<file path="src/rtl/ocrw_pkg.sv">
package ocrw_pkg;

  localparam int SEL_W = 4;

  // control byte layout
  typedef struct packed {
    logic             direct;   // [7] take frequency from divider registers
    logic             chg_mask; // [6] suppress reset on frequency change
    logic             clr_stat; // [5] write one to clear status
    logic             enable;   // [4] countdown enable
    logic [SEL_W-1:0] safe;     // [3:0] safe frequency code
  } ctl_t;

  // next counter value: load beats decrement, decrement only when enabled
  function automatic int unsigned next_count(input int unsigned cur,
                                             input int unsigned ld_val,
                                             input logic ld,
                                             input logic en,
                                             input logic tick);
    if (ld)                       return ld_val;
    if (en && tick && cur != 0)   return cur - 1;
    return cur;
  endfunction

  // reset pulse length counter: trigger restarts full width
  function automatic int unsigned next_pulse(input int unsigned cur,
                                             input logic trig,
                                             input int unsigned width);
    if (trig)     return width;
    if (cur != 0) return cur - 1;
    return 0;
  endfunction

  // frequency code in use
  function automatic logic [SEL_W-1:0] pick_sel(input logic ovr,
                                                input logic [SEL_W-1:0] safe,
                                                input logic [SEL_W-1:0] hw);
    return ovr ? safe : hw;
  endfunction

endpackage

</file>
<file path="src/rtl/ocrw_counter.sv">
module ocrw_counter #(
  parameter int          CNT_W     = 8,
  parameter int unsigned DEF_COUNT = 16
) (
  input  logic             clk,
  input  logic             rst_n,
  input  logic             ld,
  input  logic [CNT_W-1:0] ld_val,
  input  logic             en,
  input  logic             tick,
  output logic [CNT_W-1:0] cnt_q,
  output logic             expire
);
  import ocrw_pkg::*;

  logic armed_q;
  logic at_zero;

  assign at_zero = (cnt_q == '0);
  assign expire  = en & armed_q & ~ld & at_zero;

  always_ff @(posedge clk or negedge rst_n) begin
    if (!rst_n) begin
      cnt_q   <= CNT_W'(DEF_COUNT);
      armed_q <= 1'b1;
    end else begin
      cnt_q <= CNT_W'(next_count(int'(cnt_q), int'(ld_val), ld, en, tick));
      if (ld)          armed_q <= 1'b1;
      else if (expire) armed_q <= 1'b0;
    end
  end

  AST_RELOAD: assert property (@(posedge clk) disable iff (!rst_n)
    ld |=> cnt_q == $past(ld_val));
  AST_HOLD_OFF: assert property (@(posedge clk) disable iff (!rst_n)
    (!en && !ld) |=> $stable(cnt_q));
  AST_TICK_DEC: assert property (@(posedge clk) disable iff (!rst_n)
    (en && tick && !ld && !at_zero) |=> cnt_q == $past(cnt_q) - 1'b1);
  AST_EXP_ONCE: assert property (@(posedge clk) disable iff (!rst_n)
    expire |=> !expire);

endmodule

</file>
<file path="src/rtl/ocrw_pulse.sv">
module ocrw_pulse #(
  parameter int RST_W = 8
) (
  input  logic clk,
  input  logic rst_n,
  input  logic trig,
  output logic sys_rst_n
);
  import ocrw_pkg::*;

  localparam int PW_W = $clog2(RST_W + 1);

  logic [PW_W-1:0] pcnt_q;

  always_ff @(posedge clk or negedge rst_n) begin
    if (!rst_n) pcnt_q <= '0;
    else        pcnt_q <= PW_W'(next_pulse(int'(pcnt_q), trig, RST_W));
  end

  assign sys_rst_n = (pcnt_q == '0);

  AST_PULSE_LOAD: assert property (@(posedge clk) disable iff (!rst_n)
    trig |=> (pcnt_q == PW_W'(RST_W)) && !sys_rst_n);
  AST_PULSE_RUN: assert property (@(posedge clk) disable iff (!rst_n)
    (!trig && pcnt_q != '0) |=> pcnt_q == $past(pcnt_q) - 1'b1);
  AST_PULSE_IDLE: assert property (@(posedge clk) disable iff (!rst_n)
    (!trig && sys_rst_n) |=> sys_rst_n);

endmodule

</file>
<file path="src/rtl/ocrw_freq_ovr.sv">
module ocrw_freq_ovr
  import ocrw_pkg::*;
(
  input  logic             clk,
  input  logic             rst_n,
  input  logic             expire,
  input  logic             clr,
  input  logic [SEL_W-1:0] safe_code,
  input  logic [SEL_W-1:0] hw_sel,
  input  logic             direct_req,
  output logic             status,
  output logic             ovr,
  output logic [SEL_W-1:0] sel_out,
  output logic             direct_out
);

  logic             trip_q;
  logic [SEL_W-1:0] safe_q;

  always_ff @(posedge clk or negedge rst_n) begin
    if (!rst_n) begin
      trip_q <= 1'b0;
      safe_q <= '0;
    end else begin
      if (expire) begin
        trip_q <= 1'b1;
        safe_q <= safe_code;
      end else if (clr) begin
        trip_q <= 1'b0;
      end
    end
  end

  assign status     = trip_q;
  assign ovr        = trip_q;
  assign sel_out    = pick_sel(trip_q, safe_q, hw_sel);
  assign direct_out = direct_req & ~trip_q;

  AST_STATUS_STICKY: assert property (@(posedge clk) disable iff (!rst_n)
    (status && !clr) |=> status);
  AST_SAFE_TAKEN: assert property (@(posedge clk) disable iff (!rst_n)
    expire |=> ovr && sel_out == $past(safe_code) && !direct_out);

endmodule

</file>
<file path="src/rtl/ocrw_top.sv">
module ocrw_top #(
  parameter int          CNT_W     = 8,
  parameter int unsigned DEF_COUNT = 16,
  parameter int          RST_W     = 8
) (
  input  logic                       clk,
  input  logic                       rst_n,
  input  logic                       sec_tick,
  input  logic [CNT_W-1:0]           cnt_reg,
  input  logic [7:0]                 ctl_reg,
  input  logic                       reg_wr,
  input  logic                       freq_chg,
  input  logic [ocrw_pkg::SEL_W-1:0] hw_sel,
  output logic                       sys_rst_n,
  output logic                       wd_status,
  output logic                       freq_ovr,
  output logic [ocrw_pkg::SEL_W-1:0] freq_sel,
  output logic                       div_direct
);
  import ocrw_pkg::*;

  ctl_t ctl;
  logic expire;
  logic chg_trig;
  logic pulse_trig;
  logic stat_clr;
  logic [CNT_W-1:0] cnt_q;

  assign ctl        = ctl_t'(ctl_reg);
  assign chg_trig   = freq_chg & ~ctl.chg_mask;
  assign pulse_trig = expire | chg_trig;
  assign stat_clr   = reg_wr & ctl.clr_stat;

  ocrw_counter #(.CNT_W(CNT_W), .DEF_COUNT(DEF_COUNT)) u_cnt (
    .clk(clk), .rst_n(rst_n), .ld(reg_wr), .ld_val(cnt_reg),
    .en(ctl.enable), .tick(sec_tick), .cnt_q(cnt_q), .expire(expire)
  );

  ocrw_pulse #(.RST_W(RST_W)) u_pls (
    .clk(clk), .rst_n(rst_n), .trig(pulse_trig), .sys_rst_n(sys_rst_n)
  );

  ocrw_freq_ovr u_ovr (
    .clk(clk), .rst_n(rst_n), .expire(expire), .clr(stat_clr),
    .safe_code(ctl.safe), .hw_sel(hw_sel), .direct_req(ctl.direct),
    .status(wd_status), .ovr(freq_ovr), .sel_out(freq_sel),
    .direct_out(div_direct)
  );

  AST_EXP_RESET: assert property (@(posedge clk) disable iff (!rst_n)
    expire |=> !sys_rst_n && wd_status);
  AST_ZERO_FIRES: assert property (@(posedge clk) disable iff (!rst_n)
    (cnt_q == '0 && ctl.enable && !reg_wr && !wd_status && !$past(expire))
      |-> expire);
  AST_CHG_NO_STATUS: assert property (@(posedge clk) disable iff (!rst_n)
    (chg_trig && !expire && !wd_status) |=> !wd_status && !sys_rst_n);
  AST_OFF_QUIET: assert property (@(posedge clk) disable iff (!rst_n)
    !ctl.enable |-> !expire);

endmodule

</file>
<file path="config.mk">
export PLATFORM = sky130hd
export DESIGN_NAME = ocrw_top
export DESIGN_NICKNAME = d
export VERILOG_FILES = /design/src/rtl/ocrw_pkg.sv /design/src/rtl/ocrw_counter.sv /design/src/rtl/ocrw_pulse.sv /design/src/rtl/ocrw_freq_ovr.sv /design/src/rtl/ocrw_top.sv
export SDC_FILE = /design/constraint.sdc
export NUM_CORES = 1
export LEC_CHECK = 0
export BUFFER_PORTS_ARGS = -buffer_cell sky130_fd_sc_hd__buf_2
export CAP_MARGIN = 20
export CORE_UTILIZATION = 35
export CTS_CLUSTER_SIZE = 10
export DETAILED_ROUTE_END_ITERATION = 8
export SLEW_MARGIN = 20
export SYNTH_ARGS = -nofsm -noshare
export SYNTH_HDL_FRONTEND = slang
export SYNTH_SLANG_ARGS = --single-unit
</file>
<file path="constraint.sdc">
create_clock -name clk -period 2.85 [get_ports clk]
set_input_delay 0.57 -clock clk [delete_from_list [all_inputs] [get_ports clk]]
set_output_delay 0.57 -clock clk [all_outputs]
set_load 0.05 [all_outputs]
</file>
==> results.yml, run 1 <==
outcome:
  status: "finished, violations left"
  violations: "DRC"
setup_path:
  rr_endpoint: "u_ovr.safe_q[2]"
  cp-end-kind: "output port"
  critical-path-max-stage-delay_ns: 0.41
  crit_slowest_cell: "dfrtp_1"
  worst_ep_arrival_time_ns: 1.57
  worstSetupPathType: "reg -> out"
  r2r_start: "u_cnt.cnt_q[1]"
  cp_max_fo: 4
  rr_worst_depth: 5
  crit_path_end: "sys_rst_n"
  required_ns: 2.28
  r2r_slack_ns: 0.81
  crit_start: "u_pls.pcnt_q[0]"
  start_kind: "register"
  path_cells: "inv_1, ha_1, nor3b_1, buf_2"
timing:
  setup_tns_ns: 0
  worst_pin_slew_ns: 0.811
  skew_ns: 0.00646
  rsz0062_at_grt: "no"
  slew_headroom_pct: 45.5
  max_freq_mhz: 466
  period_share_pct: 75.2
  slew_violations: 0
  setup_viol: 0
  hold_viol: 0
  holdWs_ns: 0.177
  period_minus_slack_ns: 2.14
floorplan:
  initial_core_util_pct: 37.7
  rows: 19
  die_h_um: 57.0
  die_area_um2: 3250
  io_pins: 33
  dieWidth_um: 57.0
  coreArea_um2: 2810
layout:
  final_layout_size_suffix_gt1_share_pct: 38.9
  area_growth_syn_to_layout_pct: 19.0
  final_nets: 159
  fillCellCount: 297
  finalCoreUtilization_pct: 44.9
  diodes: 0
  postLayoutCellArea_um2: 1260
pwr:
  total_leakage_power_nw: 0.592
  vdd.ir_drop.worst_mv: 0.190
  finalPower_mw: 0.705
  power.density_nw_per_um2: 559
routing:
  via_count: 904
  viasPerCell: 5.58
  routed_wl_mm: 2.27
  drtPass1Iterations: 6
  ant_nets: 0
  drt_iter0_drc: 20
  avgRoutedWirePerCell_um: 14.0
  drc: 2
logic_synthesis:
  syn_avg_cell_area_um2: 10.7
  synth_ff_type: "dfrtp_1"
  ys_seq_area_share_pct: 42.8
  synth_fp_nets: 126
  yosysUniqueCellTypes: 44
  netlist_area_um2: 1060
  ys_seq_elements: 18
  synth_edf_count: 0
  netlist_instances: 99
  synth_warnings: 0
  async_flop_share_pct: 100
clock_network:
  cts_hold_buf: 0
  cts_htree_levels: 1
  clock_latency_ns: 0.30
  cts_made_buffers: 3
  clkSinkCount: 18
  postCtsResizedCells: 0
  clockBufferDepth: 2
  clkTransAtPathRegs_ns: 0.11
  cts_tree: "yes"
  postCtsSetupBuffers: 0
  cts_root_buffer: "clkbuf_4"
global_routing:
  overflow: 0
  grtUsageTotal_pct: 14.9
  grt_max_degree: 19
  grt_pass1_vias: 836
  antenna_found_initial: 0
  grt_first_pass_wirelength_mm: 3.71
job:
  cap_violations: 0
worst_hold_path:
  min_path_type: "in -> async"
placement:
  hpwl_mm: 1.70
  place_area_um2: 1220
  gp_congestion: 0.751
  port_buffers: 32
## final cells by class
class	count	area [µm²]	share of cell area (%)
multi-input combinational	70	546	43.3
sequential	18	453	35.9
timing repair buffer	32	160	12.7
tap	31	38.8	3.08
clock buffer	4	36.3	2.88
inverter	7	26.3	2.09
## placed cells by master (no fill, tap or decap), types with 2 or more instances in the layout
cell / Yosys / routed
a211o_1: 2 / 2
a21oi_1: 3 / 3
a2bb2oi_1: 2 / 2
a31oi_1: 3 / 3
buf_2: 0 / 32
clkbuf_4: 0 / 3
dfrtp_1: 16 / 16
dfstp_2: 2 / 2
ha_1: 2 / 2
inv_1: 6 / 6
mux2_1: 4 / 4
mux2_2: 4 / 4
nand2_1: 3 / 3
nand3_1: 4 / 4
nand3b_1: 2 / 2
nor2_1: 5 / 5
nor2b_1: 2 / 2
nor3_1: 3 / 3
nor3b_1: 2 / 2
o21ai_0: 2 / 2
o31a_2: 2 / 2
o31ai_1: 4 / 4
or3_1: 2 / 2
## sequential cells by signal (all words and copies together), names as in the netlist
signal and count:
u_cnt.cnt_q 8, u_ovr.safe_q 4, u_pls.pcnt_q 4, u_cnt.armed_q 1, u_ovr.ovr 1
## through the flow
step / instances / setup slack, ns
final: 162 / 0.706
after global routing: 162 / 0.531
after CTS: 162 / 0.670
after detailed placement: 158 / 0.821
after global placement: 158 / 0.891
after floorplan: 99 / 0.413
## synthesized netlist by cell type, types with 2 or more instances
master	count	share of area, %
a21oi_1	3	1.4
o21ai_0	2	0.95
inv_1	6	2.1
o31a_2	2	1.9
nor3b_1	2	1.4
nand3b_1	2	1.4
a31oi_1	3	1.8
mux2_1	4	4.3
dfstp_2	2	5.0
nand3_1	4	1.9
nor3_1	3	1.4
buf_6	2	2.1
nor2_1	5	1.8
nand2_1	3	1.1
mux2_2	4	4.3
dfrtp_1	16	38
nor2b_1	2	1.2
o31ai_1	4	2.8
or3_1	2	1.2
a211o_1	2	1.7
ha_1	2	2.4
a2bb2oi_1	2	1.7
## report_power, final
| group | internal, mW | leakage, nW | switching (mW) |
|---|---|---|---|
| logic | 0.0923 | 0.351 | 0.113 |
| clock network | 0.0779 | 0.0210 | 0.0844 |
| registers | 0.297 | 0.220 | 0.0401 |
| total | 0.467 | 0.592 | 0.237 |
## cells by family after synthesis
group	Yosys count	synth area share, %
buf+inv	11	5.67
fa+ha+maj	2	2.36
flops	18	42.8
mux	8	8.51
compound gates	26	19.9
simple gates	34	20.8
## how the worst min path moves through the flow
stage / start / endpoint / cells past startpoint
after floorplan: rst_n / u_cnt.cnt_q[0] / 0
after global placement: u_pls.pcnt_q[0] / u_pls.pcnt_q[0] / 1
after detailed placement: u_ovr.safe_q[2] / u_ovr.safe_q[2] / 1
after CTS: rst_n / u_cnt.cnt_q[6] / 1
after global routing: rst_n / u_cnt.cnt_q[6] / 1
final: rst_n / u_cnt.cnt_q[3] / 1
## worst max-delay path, delay by kind of cell, from the launching register on
kind                     cells  cell delay (ns)
AND/OR/NAND/NOR              1             0.30
flip-flops                   1             0.41
adder cells (fa/ha/maj)      1             0.18
buffers and inverters        2             0.39
## per-layer routing
metal  vias to the layer above  GRT usage, %  routed length (µm)
li1                        440             -                   -
met3                         4          3.85                 127
met1                       436          18.9                1030
met5                         -             0                   0
met2                        24          24.0                1080
met4                         0          6.27                  26
No activity file was read; power rests on OpenSTA's default activity.
==> inputs of run 2 (changes only) <==
- clock period: 2.85 -> 2 ns (I/O delays scaled with it)
==> run 2 against run 1 <==
Compared with the run above:
- the flow still finishes with violations (DRC)
- combinational power increased by 65%
- die area unchanged
- sequential power increased by 39%
- setup slack got worse by 0.58 ns
- first-iteration DRC count decreased by 15%
- total power increased by 39%
- clock power increased by 7%
==> results.yml, run 2 (same netlist as run 1, synthesis figures left out) <==
placement:
  hpwl_mm: 1.79
  place_area_um2: 1300
  gp_congestion: 0.730
  dp.cells: 167
  port_buffers: 32
setup_path:
  crit_buf_inv: 2
  rr_worst_depth: 5
  worstSetupPathType: "reg -> out"
  crit_slowest_cell: "dfrtp_1"
  cp-end-kind: "output port"
  r2r_slack_ns: 0.14
  critPathTopFamily: "flip-flops"
  cp_max_fo: 4
  required_ns: 1.60
  rr_endpoint: "u_ovr.safe_q[1]"
  r2r_start: "u_cnt.cnt_q[1]"
  path_cells: "inv_1, ha_1, nor3b_2, clkbuf_4"
  worst_ep_arrival_time_ns: 1.48
  start_kind: "register"
  critical-path-max-stage-delay_ns: 0.41
timing:
  slew_violations: 0
  period_minus_slack_ns: 1.88
  setup_tns_ns: 0
  slew_headroom_pct: 71.3
  setup_viol: 0
  skew_ns: 0.00683
  hold_viol: 0
  max_freq_mhz: 532
  worst_pin_slew_ns: 0.427
  period_share_pct: 93.9
  rsz0062_at_grt: "no"
global_routing:
  use_met2_pct: 25.2
  grt_max_degree: 19
  antenna_found_initial: 0
  grtUsageTotal_pct: 15.3
  gr-usage-met3_pct: 5.22
  grt_pass1_vias: 869
  gr-max-usage-layer: "met2"
  overflow: 0
  grt_first_pass_wirelength_mm: 3.88
  use_met1_pct: 20.2
routing:
  viasPerCell: 5.41
  drtPass1Iterations: 6
  via_count: 920
  drc: 4
  ant_nets: 0
  avgRoutedWirePerCell_um: 13.3
  routed_wl_mm: 2.26
  drt_iter0_drc: 17
layout:
  diodes: 0
  final_nets: 168
  top_regs: "u_cnt.cnt_q x8, u_ovr.safe_q x4, u_pls.pcnt_q x4"
  layout_commonest_cell: "buf_2"
  fillCellCount: 288
  final_cells: 170
  largest_reg_flops: 8
  area_growth_syn_to_layout_pct: 25.1
  final_cell_mix: "buf_2, dfrtp_1, buf_4"
  postLayoutCellArea_um2: 1320
  final_layout_size_suffix_gt1_share_pct: 43.2
  finalCoreUtilization_pct: 47.2
  top_register: "u_cnt.cnt_q"
pwr:
  total_leakage_power_nw: 0.632
  power.density_nw_per_um2: 741
  vdd.ir_drop.worst_mv: 0.439
floorplan:
  rows: 19
  io_pins: 33
  initial_core_util_pct: 37.7
  die_area_um2: 3250
  coreArea_um2: 2810
  dieWidth_um: 57.0
  die_h_um: 57.0
outcome:
  status: "finished, violations left"
  violations: "DRC"
clock_network:
  postCtsSetupBuffers: 0
  cts_htree_levels: 1
  postCtsResizedCells: 0
  cts_hold_buf: 0
  clkTransAtPathRegs_ns: 0.10
  cts_root_buffer: "clkbuf_4"
  clock_latency_ns: 0.29
  clkSinkCount: 18
  cts_made_buffers: 3
  clockBufferDepth: 2
  cts_tree: "yes"
worst_hold_path:
  min_path_type: "in -> async"
job:
  cap_violations: 0
[run 2: worst max-delay path by stage]
stage                      end       startpoint  slack (ns)  cells after the start
3_3_place_gp   u_ovr.safe_q[2]   u_cnt.cnt_q[1]        0.08                      5
3_5_place_dp   u_ovr.safe_q[0]   u_cnt.cnt_q[1]        0.04                      5
4_1_cts        u_ovr.safe_q[2]   u_cnt.cnt_q[1]        0.03                      5
6_report             sys_rst_n  u_pls.pcnt_q[0]        0.12                      4
5_1_grt              sys_rst_n  u_pls.pcnt_q[0]        0.02                      4
2_1_floorplan  u_ovr.safe_q[0]   u_cnt.cnt_q[1]        0.13                      5
[run 2: power breakdown]
group	internal, mW	switching, mW
Sequential	0.423	0.0452
Combinational	0.159	0.180
Clock	0.0699	0.104
[run 2: layout make-up]
cell class,count,area (µm²),share of cell area [%]
Multi-Input combinational cell,70,553,41.8
Sequential cell,18,453,34.2
Timing Repair Buffer,41,230,17.4
Tap cell,31,38.8,2.93
Inverter,7,26.3,1.98
Clock buffer,3,22.5,1.70
[run 2: worst reg2reg max path, delay by kind of cell, from the launching register on]
kind	cells	cell delay [ns]
flip-flops	1	0.41
adder cells (fa/ha/maj)	1	0.16
AND/OR/NAND/NOR	2	0.74
multiplexers	1	0.36
buffers and inverters	1	0.08
[run 2: per-stage QoR]
stage	hold slack [ns]	setup slack, ns	total power, mW
global placement	0.364	0.0830	0.797
finish	0.0245	0.122	0.981
detailed placement	0.365	0.0420	0.814
CTS	0.0304	0.0287	0.995
floorplan	0.104	0.131	0.708
global route	0.0478	0.0187	1.05
[run 2: layer usage]
layer,wire (µm),vias up
li1,-,458
met1,1050,433
met2,1080,27
met3,126,2
met4,8,0
met5,0,-
==> inputs of run 3 (changes only) <==
- SYNTH_HIERARCHICAL: unset -> 1
==> run 3 against run 2 <==
Compared with the run above:
- sequential power rose by 4%
- core utilization fell by 0.63 points
- clock power rose by 28%
- synthesized area fell by 2.5%
- non-clock buffer count fell by 5
- setup slack improved by 0.00063 ns
- via count fell by 7.5%
- die area fell by 2.4%
- register-to-register slack improved by 0.04 ns
- hold slack barely moved
- highest routed layer unchanged
- critical path type unchanged
- routed wire length fell by 13%
- the run now ends clean
==> results.yml, run 3 <==
outcome:
  status: "finished, final reports clean"
layout:
  largest_reg_flops: 8
  final_layout_size_suffix_gt1_share_pct: 46.3
  layout_commonest_cell: "buf_2"
  finalCoreUtilization_pct: 46.6
  postLayoutCellArea_um2: 1290
  diodes: 0
  top_register: "u_cnt/cnt_q"
  final_cell_mix: "buf_2, dfrtp_1, mux2_2"
  final_cells: 165
  top_regs: "u_cnt/cnt_q x8, u_ovr/safe_q x4, u_pls/pcnt_q x4"
  final_nets: 164
  area_growth_syn_to_layout_pct: 25.5
pwr:
  pwr-share-seq_pct: 46.5
  p_int_mw: 0.697
  pwr-share-comb_pct: 32.3
  p_switching_mw: 0.351
  p_clk_share_pct: 21.2
  total_leakage_power_nw: 0.630
  power.density_nw_per_um2: 810
  vdd.ir_drop.worst_mv: 0.595
  switching_share_pct: 33.5
clock_network:
  postCtsSetupBuffers: 0
  cts_tree: "yes"
  cts_htree_levels: 1
  clkSinkCount: 18
  clkTransAtPathRegs_ns: 0.10
  cts_root_buffer: "clkbuf_4"
  clockBufferDepth: 2
  cts_made_buffers: 3
  cts_hold_buf: 0
  clock_latency_ns: 0.29
routing:
  routed_wl_mm: 1.96
  drt_iter0_drc: 25
  drtPass1Iterations: 4
  drc: 0
  avgRoutedWirePerCell_um: 11.9
  viasPerCell: 5.16
  via_count: 851
  ant_nets: 0
logic_synthesis:
  async_flop_share_pct: 100
  ys_seq_area_share_pct: 43.9
  synth_top_area_share_pct: 38.8
  synth_edf_count: 0
  ys_seq_elements: 18
  syn_avg_cell_area_um2: 10.6
  synth_warnings: 6
  netlist_instances: 97
  netlist_area_um2: 1030
  synth_fp_nets: 126
  yosysMostFrequentCell: "dfrtp_1"
  yosys-top-cells-count: "dfrtp_1, mux2_2, inv_1, nand2_1, ha_1"
  synth_area_leader_cell: "dfrtp_1"
  synthTopCellsByArea: "dfrtp_1, mux2_2, dfstp_2"
  yosysUniqueCellTypes: 38
  synth_ff_type: "dfrtp_1"
global_routing:
  grtUsageTotal_pct: 14.0
  grt_pass1_vias: 828
  antenna_found_initial: 0
  grt_first_pass_wirelength_mm: 3.48
  overflow: 0
  grt_max_degree: 19
floorplan:
  rows: 19
  io_pins: 33
  initial_core_util_pct: 37.1
  die_h_um: 56.3
  coreArea_um2: 2780
  die_area_um2: 3170
  dieWidth_um: 56.3
worst_hold_path:
  min_path_type: "in -> async"
setup_path:
  cp-end-kind: "output port"
  worst_ep_arrival_time_ns: 1.48
  start_kind: "register"
  cp_max_fo: 3
  worstSetupPathType: "reg -> out"
  required_ns: 1.60
timing:
  rsz0062_at_grt: "no"
  setup_viol: 0
  setup_tns_ns: 0
  worst_pin_slew_ns: 0.494
  setup_ws_ns: 0.122
  skew_ns: 0.00298
  period_share_pct: 93.9
  hold_viol: 0
  period_minus_slack_ns: 1.88
  slew_headroom_pct: 66.8
  slew_violations: 0
  max_freq_mhz: 533
placement:
  port_buffers: 32
  gp_congestion: 0.817
  hpwl_mm: 1.47
  dp.cells: 161
  pre_cts_ws_ns: 0.170
  place_area_um2: 1250
job:
  cap_violations: 0
-- run 3: cell count changes after synthesis, moves of 3 or more --
cell	previous run	this run
o31ai_1	4	0
nand2_1	3	6
a211oi_1	0	3
mux2_2	4	10
a31oi_1	3	0
mux2_1	4	0
-- run 3: cells by family (layout without fill, tap and decap cells) --
logic type | Yosys count | count (layout) | share of synthesized area [%]
AND/OR/NAND/NOR | 32 | 32 | 19.6
AO/OA/AOI/OAI | 18 | 18 | 13.0
flip-flops | 18 | 18 | 43.9
buffers and inverters | 11 | 48 | 4.36
multiplexers | 10 | 10 | 10.9
adder cells (fa/ha/maj) | 4 | 4 | 4.85
XOR/XNOR | 4 | 4 | 3.39
-- run 3: cell type report --
cell class,instances,area (µm²)
clock buffers,4,36.3
flip-flops and latches,18,453
fillers,273,1490
inverters,8,30.0
repair buffers,36,193
well taps,31,38.8
multi-input cells,68,544
-- run 3: per-stage QoR --
stage / hold WS, ns / power [mW]
final: 0.0243 / 1.05
after global placement: 0.354 / 0.810
after global routing: 0.0225 / 1.13
after floorplan: 0.104 / 0.732
after detailed placement: 0.357 / 0.832
after CTS: 0.0130 / 1.07
-- run 3: routing by layer --
metal / share of wire, % / routed length [µm] / GRT usage [%] / up-vias
li1: - / - / - / 418
met5: 0 / 0 / 0 / -
met4: 0.87 / 17 / 5.23 / 0
met1: 45 / 877 / 18.3 / 404
met3: 5.6 / 109 / 3.00 / 2
met2: 49 / 958 / 22.6 / 27
-- run 3: path summary, 6_finish.rpt --
path | startpoint | endpoint | slack [ns] | cells past startpoint
max | u_pls/pcnt_q[0] | sys_rst_n | 0.12 | 5
min | rst_n | u_pls/pcnt_q[3] | 0.02 | 1
max reg2reg | u_cnt/cnt_q[0] | u_ovr/safe_q[0] | 0.18 | 7
min reg2reg | u_pls/pcnt_q[0] | u_pls/pcnt_q[0] | 0.46 | 1
max in group asynchronous | rst_n | u_cnt/armed_q | 1.65 | 1
min in group clk | cnt_reg[0] | u_cnt/cnt_q[0] | 0.31 | 3
-- run 3: what timing repair did --
item / in CTS / in global routing
setup endpoints to repair: 0 / 4
hold endpoints to repair: 0 / 0
resized for setup: 0 / 3
-- run 3: power by group through the flow --
stage / Clock [mW] / Sequential, mW / Combinational [mW]
2_1_floorplan: 0 / 0.483 / 0.249
4_1_cts: 0.240 / 0.487 / 0.339
3_3_place_gp: 0 / 0.491 / 0.318
3_5_place_dp: 0 / 0.495 / 0.337
6_report: 0.222 / 0.488 / 0.339
5_1_grt: 0.253 / 0.499 / 0.383
-- run 3: worst max-delay path: stages (launching register included) --
cell	delay (ns)
dfrtp_1	0.40
inv_1	0.08
ha_1	0.17
nand2b_1	0.08
nor2_1	0.20
buf_4	0.24
